$ cat src/rtl/mfsc_pkg.sv
package mfsc_pkg;

    localparam int OPC_W  = 6;
    localparam int RFLD_W = 5;
    localparam int FLG_W  = 6;
    localparam int STAT_W = OPC_W + RFLD_W + FLG_W;

    // flag bit 0 is the least significant member
    typedef struct packed {
        logic bad_va;
        logic tlb_miss;
        logic fonw;
        logic fonr;
        logic acv;
        logic wr;
    } flt_flags_t;

    // packed msb first: opcode 16:11, register field 10:6, flags 5:0
    typedef struct packed {
        logic [OPC_W-1:0]  opc;
        logic [RFLD_W-1:0] rfld;
        flt_flags_t        flags;
    } stat_word_t;

    typedef enum logic {
        LK_OPEN = 1'b0,
        LK_HELD = 1'b1
    } lock_st_e;

    function automatic stat_word_t pack_status(
        input logic [OPC_W-1:0]  opc,
        input logic [RFLD_W-1:0] rfld,
        input logic [FLG_W-1:0]  flags
    );
        stat_word_t s;
        s.opc   = opc;
        s.rfld  = rfld;
        s.flags = flt_flags_t'(flags);
        return s;
    endfunction

endpackage

$ cat src/rtl/mfsc_lock_ctrl.sv
module mfsc_lock_ctrl
    import mfsc_pkg::*;
(
    input  logic clk,
    input  logic rst,
    input  logic fault_i,
    input  logic spec_i,
    input  logic rd_i,
    output logic cap_en_o,
    output logic held_o
);
    lock_st_e st_q, st_d;

    // a read in the same cycle opens the lock before the fault is judged
    assign cap_en_o = fault_i && !spec_i && ((st_q == LK_OPEN) || rd_i);
    assign held_o   = (st_q == LK_HELD);

    always_comb begin
        st_d = st_q;
        if (cap_en_o)  st_d = LK_HELD;
        else if (rd_i) st_d = LK_OPEN;
    end

    always_ff @(posedge clk) begin
        if (rst) st_q <= LK_OPEN;
        else     st_q <= st_d;
    end


    release_chk: assert property (@(posedge clk) disable iff (rst)
        (rd_i && !fault_i) |=> !held_o);


    spec_nolock_chk: assert property (@(posedge clk) disable iff (rst)
        (!held_o && spec_i) |=> !held_o);


    reset_open_chk: assert property (@(posedge clk)
        rst |=> !held_o);

endmodule

$ cat src/rtl/mfsc_va_format.sv
module mfsc_va_format #(
    parameter int VA_W   = 43,
    parameter int PG_OFS = 13,
    parameter int PTB_W  = 64
) (
    input  logic [VA_W-1:0]  va_i,
    input  logic [PTB_W-1:0] ptbase_i,
    output logic [PTB_W-1:0] form_o
);
    localparam int VPN_W = VA_W - PG_OFS;
    localparam int PAD_W = PTB_W - VPN_W;

    logic [PTB_W-1:0] vpn_ext;

    assign vpn_ext = {{PAD_W{1'b0}}, va_i[VA_W-1:PG_OFS]};
    assign form_o  = ptbase_i | (vpn_ext << 3);

    initial begin
        if (PTB_W < VPN_W + 3)
            $error("mfsc_va_format: PTB_W too narrow for shifted page number");
    end
endmodule

$ cat src/rtl/mfsc_hold_reg.sv
module mfsc_hold_reg #(
    parameter int W = 8
) (
    input  logic         clk,
    input  logic         rst,
    input  logic         en_i,
    input  logic [W-1:0] d_i,
    output logic [W-1:0] q_o
);
    always_ff @(posedge clk) begin
        if (rst)       q_o <= '0;
        else if (en_i) q_o <= d_i;
    end
endmodule

$ cat src/rtl/mfsc_capture.sv
module mfsc_capture
    import mfsc_pkg::*;
#(
    parameter int VA_W   = 43,
    parameter int PG_OFS = 13,
    parameter int PTB_W  = 64
) (
    input  logic              clk,
    input  logic              rst,
    input  logic              flt_vld_i,
    input  logic              flt_spec_i,
    input  logic [VA_W-1:0]   flt_va_i,
    input  logic [FLG_W-1:0]  flt_flags_i,
    input  logic [OPC_W-1:0]  flt_opc_i,
    input  logic [RFLD_W-1:0] flt_rfld_i,
    input  logic [PTB_W-1:0]  ptbase_i,
    input  logic              va_rd_i,
    output logic [VA_W-1:0]   fva_o,
    output logic [STAT_W-1:0] fstat_o,
    output logic [PTB_W-1:0]  fform_o
);
    logic             cap_en;
    logic             held;
    stat_word_t       stat_d;
    logic [PTB_W-1:0] form_d;

    mfsc_lock_ctrl u_lock (
        .clk      (clk),
        .rst      (rst),
        .fault_i  (flt_vld_i),
        .spec_i   (flt_spec_i),
        .rd_i     (va_rd_i),
        .cap_en_o (cap_en),
        .held_o   (held)
    );

    assign stat_d = pack_status(flt_opc_i, flt_rfld_i, flt_flags_i);

    mfsc_va_format #(.VA_W(VA_W), .PG_OFS(PG_OFS), .PTB_W(PTB_W)) u_fmt (
        .va_i     (flt_va_i),
        .ptbase_i (ptbase_i),
        .form_o   (form_d)
    );

    mfsc_hold_reg #(.W(VA_W)) u_va_reg (
        .clk (clk), .rst (rst), .en_i (cap_en), .d_i (flt_va_i), .q_o (fva_o)
    );

    mfsc_hold_reg #(.W(STAT_W)) u_stat_reg (
        .clk (clk), .rst (rst), .en_i (cap_en), .d_i (stat_d), .q_o (fstat_o)
    );

    mfsc_hold_reg #(.W(PTB_W)) u_form_reg (
        .clk (clk), .rst (rst), .en_i (cap_en), .d_i (form_d), .q_o (fform_o)
    );


    capture_va_chk: assert property (@(posedge clk) disable iff (rst)
        (flt_vld_i && !flt_spec_i && !held) |=> (fva_o == $past(flt_va_i)));


    status_pack_chk: assert property (@(posedge clk) disable iff (rst)
        (flt_vld_i && !flt_spec_i && !held) |=>
        (fstat_o[16:11] == $past(flt_opc_i) && fstat_o[10:6] == $past(flt_rfld_i)
         && fstat_o[5:0] == $past(flt_flags_i)));


    locked_hold_chk: assert property (@(posedge clk) disable iff (rst)
        (held && !va_rd_i) |=> ($stable(fva_o) && $stable(fstat_o) && $stable(fform_o)));


    spec_ignore_chk: assert property (@(posedge clk) disable iff (rst)
        (flt_spec_i || !flt_vld_i) |=> ($stable(fva_o) && $stable(fstat_o) && $stable(fform_o)));


    same_cycle_chk: assert property (@(posedge clk) disable iff (rst)
        (flt_vld_i && !flt_spec_i && va_rd_i) |=> (held && fva_o == $past(flt_va_i)));

endmodule

$ cat config.mk
export PLATFORM = sky130hd
export DESIGN_NAME = mfsc_capture
export DESIGN_NICKNAME = d
export VERILOG_FILES = /design/src/rtl/mfsc_pkg.sv /design/src/rtl/mfsc_lock_ctrl.sv /design/src/rtl/mfsc_va_format.sv /design/src/rtl/mfsc_hold_reg.sv /design/src/rtl/mfsc_capture.sv
export SDC_FILE = /design/constraint.sdc
export NUM_CORES = 1
export LEC_CHECK = 0
export CAP_MARGIN = 20
export CORE_MARGIN = 3
export CORE_UTILIZATION = 55
export CTS_CLUSTER_DIAMETER = 60
export DETAILED_ROUTE_END_ITERATION = 10
export DONT_BUFFER_PORTS = 1
export PLACE_DENSITY = 0.7
export SLEW_MARGIN = 20
export SYNTH_ARGS = -nofsm -noshare
export SYNTH_HDL_FRONTEND = slang
export SYNTH_SLANG_ARGS = --single-unit
$ cat constraint.sdc
create_clock -name clk -period 1.42 [get_ports clk]
set_input_delay 0.071 -clock clk [delete_from_list [all_inputs] [get_ports clk]]
set_output_delay 0.071 -clock clk [all_outputs]
set_load 0.02 [all_outputs]
==> reports/metrics.csv <==
stage;metric;value;unit
outcome;violations;hold timing;
routing;drc;0;
layout;postLayoutCoreUtil;63.8;%
grt;grt_pass1_vias;3966;
sta;min_period;1.24;ns
sta;finalCritPeriodShare;87.5;%
worst_setup_path;worstPathMaxFanout;41;
clock_network;clk_latency;0.49;ns
logic_synthesis;syn_nets;696;
layout;diodes;0;
floorplanning;start_util;57.7;%
floorplanning;die_area;11200;sq um
clock_network;cts.repair_timing.setup_buffer_count;0;
sta;setup_tns;0;ns
outcome;status;complete, but fails checks;
layout;nNetsFinal;662;
pwr;ir_drop;0.000698;V
layout;layout-drive-gt1-share;32.8;%
routing;routed-via-count;4047;
clock_network;cts_resized;0;
floorplanning;io_pins;253;
place;port_buffers;0;
worst_setup_path;start_kind;register;
logic_synthesis;postSynthAreaPerCell;9.62;sq um
sta;finalHoldViolCount;125;
logic_synthesis;yosys-top-cells-area;dfxtp_1 46%, a21bo_2 17%, a21oi_1 9.6%;
clock_network;cts_inserted_buffers;17;
grt;grt_max_degree;136;
floorplanning;die-width;106;um
logic_synthesis;yosysTopAreaCellShare;45.9;%
clock_network;clock-root-buffer;clkbuf_8;
place;place_hpwl;8800;um
sta;clock.fmax;0.804;GHz
logic_synthesis;ys_warn_count;0;
worst_setup_path;path_cells;nand2b_4 -> buf_12 -> buf_12 -> a21oi_1 -> a211oi_1;
clock_network;clk_pin_slew;0.06;ns
logic_synthesis;ys_ff_latch;125;
routing;vias_per_cell;6.00;
logic_synthesis;synth.distinct_cells;18;
routing;wirelength;13100;um
worst_setup_path;slowest_stage;dfxtp_1;
logic_synthesis;synth_area;5460;sq um
place;routabilityCongestion;0.785;
routing;first_pass_iters;4;
sta;relSlewSlack;60.3;%
clock_network;cts_tree;built;
grt;grt_pass1_wl;20600;um
sta;tightest_slew;0.596;ns
worst_setup_path;worstSetupPathType;reg2reg;
layout;area.sequential;2500;sq um
pwr;p_leak;2.15;nW
logic_synthesis;synth_top_cell_by_area;dfxtp_1;
floorplanning;dieHeight;106;um
floorplanning;core_area;9460;sq um
worst_setup_path;path_common_cell;buf_12;
clock_network;htreeDepth;4;
layout;multi_input_area;2590;sq um
routing;ant_nets;0;
clock_network;cts.sinks;125;
worst_setup_path;critical_path_arrival;1.64;ns
sta;finClkSkew;0.00666;ns
routing;wl_per_cell;19.4;um
routing;first_iter_violations;319;
sta;rsz0062_at_grt;no;
min_path;hold_path.class;in2reg;
sta;setup_viol;0;
sta;hold_slack;-0.352;ns
grt;grtUsageTotal;22.9;%
logic_synthesis;synth_seq_area_share;45.9;%
pwr;power_density;1480;nW/um^2
grt;antenna_found_initial;0;
run;cap_violations;0;
layout;nFillCells;821;
clock_network;clk_path_buf_depth;2;
floorplanning;placementRows;35;
grt;overflow;0;
logic_synthesis;syn_inst;567;
layout;area_growth;10.6;%
worst_setup_path;cp.required;1.82;ns
worst_setup_path;worstSetupEndpointType;register;
sta;maxSlewViolCount;0;
worst_setup_path;critical-path-max-stage-delay;0.32;ns
==> final cells by class <==
cell class | instances | share of cell area, %
sequential | 125 | 41.5
clock buffer | 18 | 7.09
tap | 129 | 2.67
clock inverter | 13 | 2.72
multi-input combinational | 377 | 42.9
timing repair buffer | 12 | 3.15
==> worst paths after layout <==
check	startpoint	to	slack, ns	depth (start not counted)
setup reg to reg	u_lock.held_o$_SDFFE_PP0P_	u_form_reg.q_o[18]$_SDFFE_PP0P_	0.18	5
hold / removal	rst	u_va_reg.q_o[32]$_SDFFE_PP0P_	-0.35	1
setup / recovery	u_lock.held_o$_SDFFE_PP0P_	u_form_reg.q_o[18]$_SDFFE_PP0P_	0.18	5
hold reg to reg	u_form_reg.q_o[7]$_SDFFE_PP0P_	u_form_reg.q_o[7]$_SDFFE_PP0P_	0.61	2
==> report_power, final <==
part / switching (mW) / internal (mW) / total (mW)
sequential: 0.357 / 3.70 / 4.06
combinational: 0.313 / 0.303 / 0.616
clock: 1.55 / 2.72 / 4.28
==> cells in the mapped netlist (all sizes together) <==
master  count
buf        58
nand3      94
nand2b      2
a21oi     125
and2        1
dfxtp     125
a211oi     30
clkbuf      7
nor2       30
nor2b       1
a21bo      94
==> stage by stage <==
stage	instances	hold slack (ns)	worst slack [ns]	power (mW)	area [sq um]
final	674	-0.352	0.177	8.95	6040
after global routing	674	-0.389	0.0539	9.32	6040
after CTS	674	-0.387	0.174	9.04	6040
after detailed placement	643	0.154	0.189	4.75	5440
after global placement	643	0.150	0.238	4.72	5440
after floorplan	567	0.201	0.350	4.68	5460
==> worst max-delay path, delay by kind of cell, from the launching register on <==
family          cells  cell delay, ns
buf+inv             2            0.41
compound gates      2            0.33
flops               1            0.32
simple gates        1            0.08
==> flip-flops by register name (all words and copies together), names as in the netlist <==
| signal | count |
|---|---|
| u_form_reg.q_o | 64 |
| u_va_reg.q_o | 43 |
| u_lock.held_o | 1 |
| u_stat_reg.q_o | 17 |
==> layer usage <==
metal / vias up / track usage [%] / part of all wire (%)
met3: 16 / 9.49 / 9.5
met5: - / 0 / 0
li1: 1966 / - / -
met2: 172 / 37.8 / 50
met1: 1893 / 26.4 / 39
met4: 0 / 8.97 / 1.7
==> placed cells by master (no fill, tap or decap), types with 4 or more instances in the layout <==
cell         n
dfxtp_1    125
a21oi_1    105
a21bo_2     94
nand3_1     74
nor2_1      30
a211oi_1    30
nand3_2     20
a21oi_2     20
clkbuf_16   16
buf_12       8
buf_4        4
==> cell families after synthesis <==
group	after synthesis	synth area share (%)
buf+inv	65	6.67
flops	125	45.9
simple gates	128	13.3
compound gates	249	34.2
Note: power is estimated with default switching activity, not from simulation.
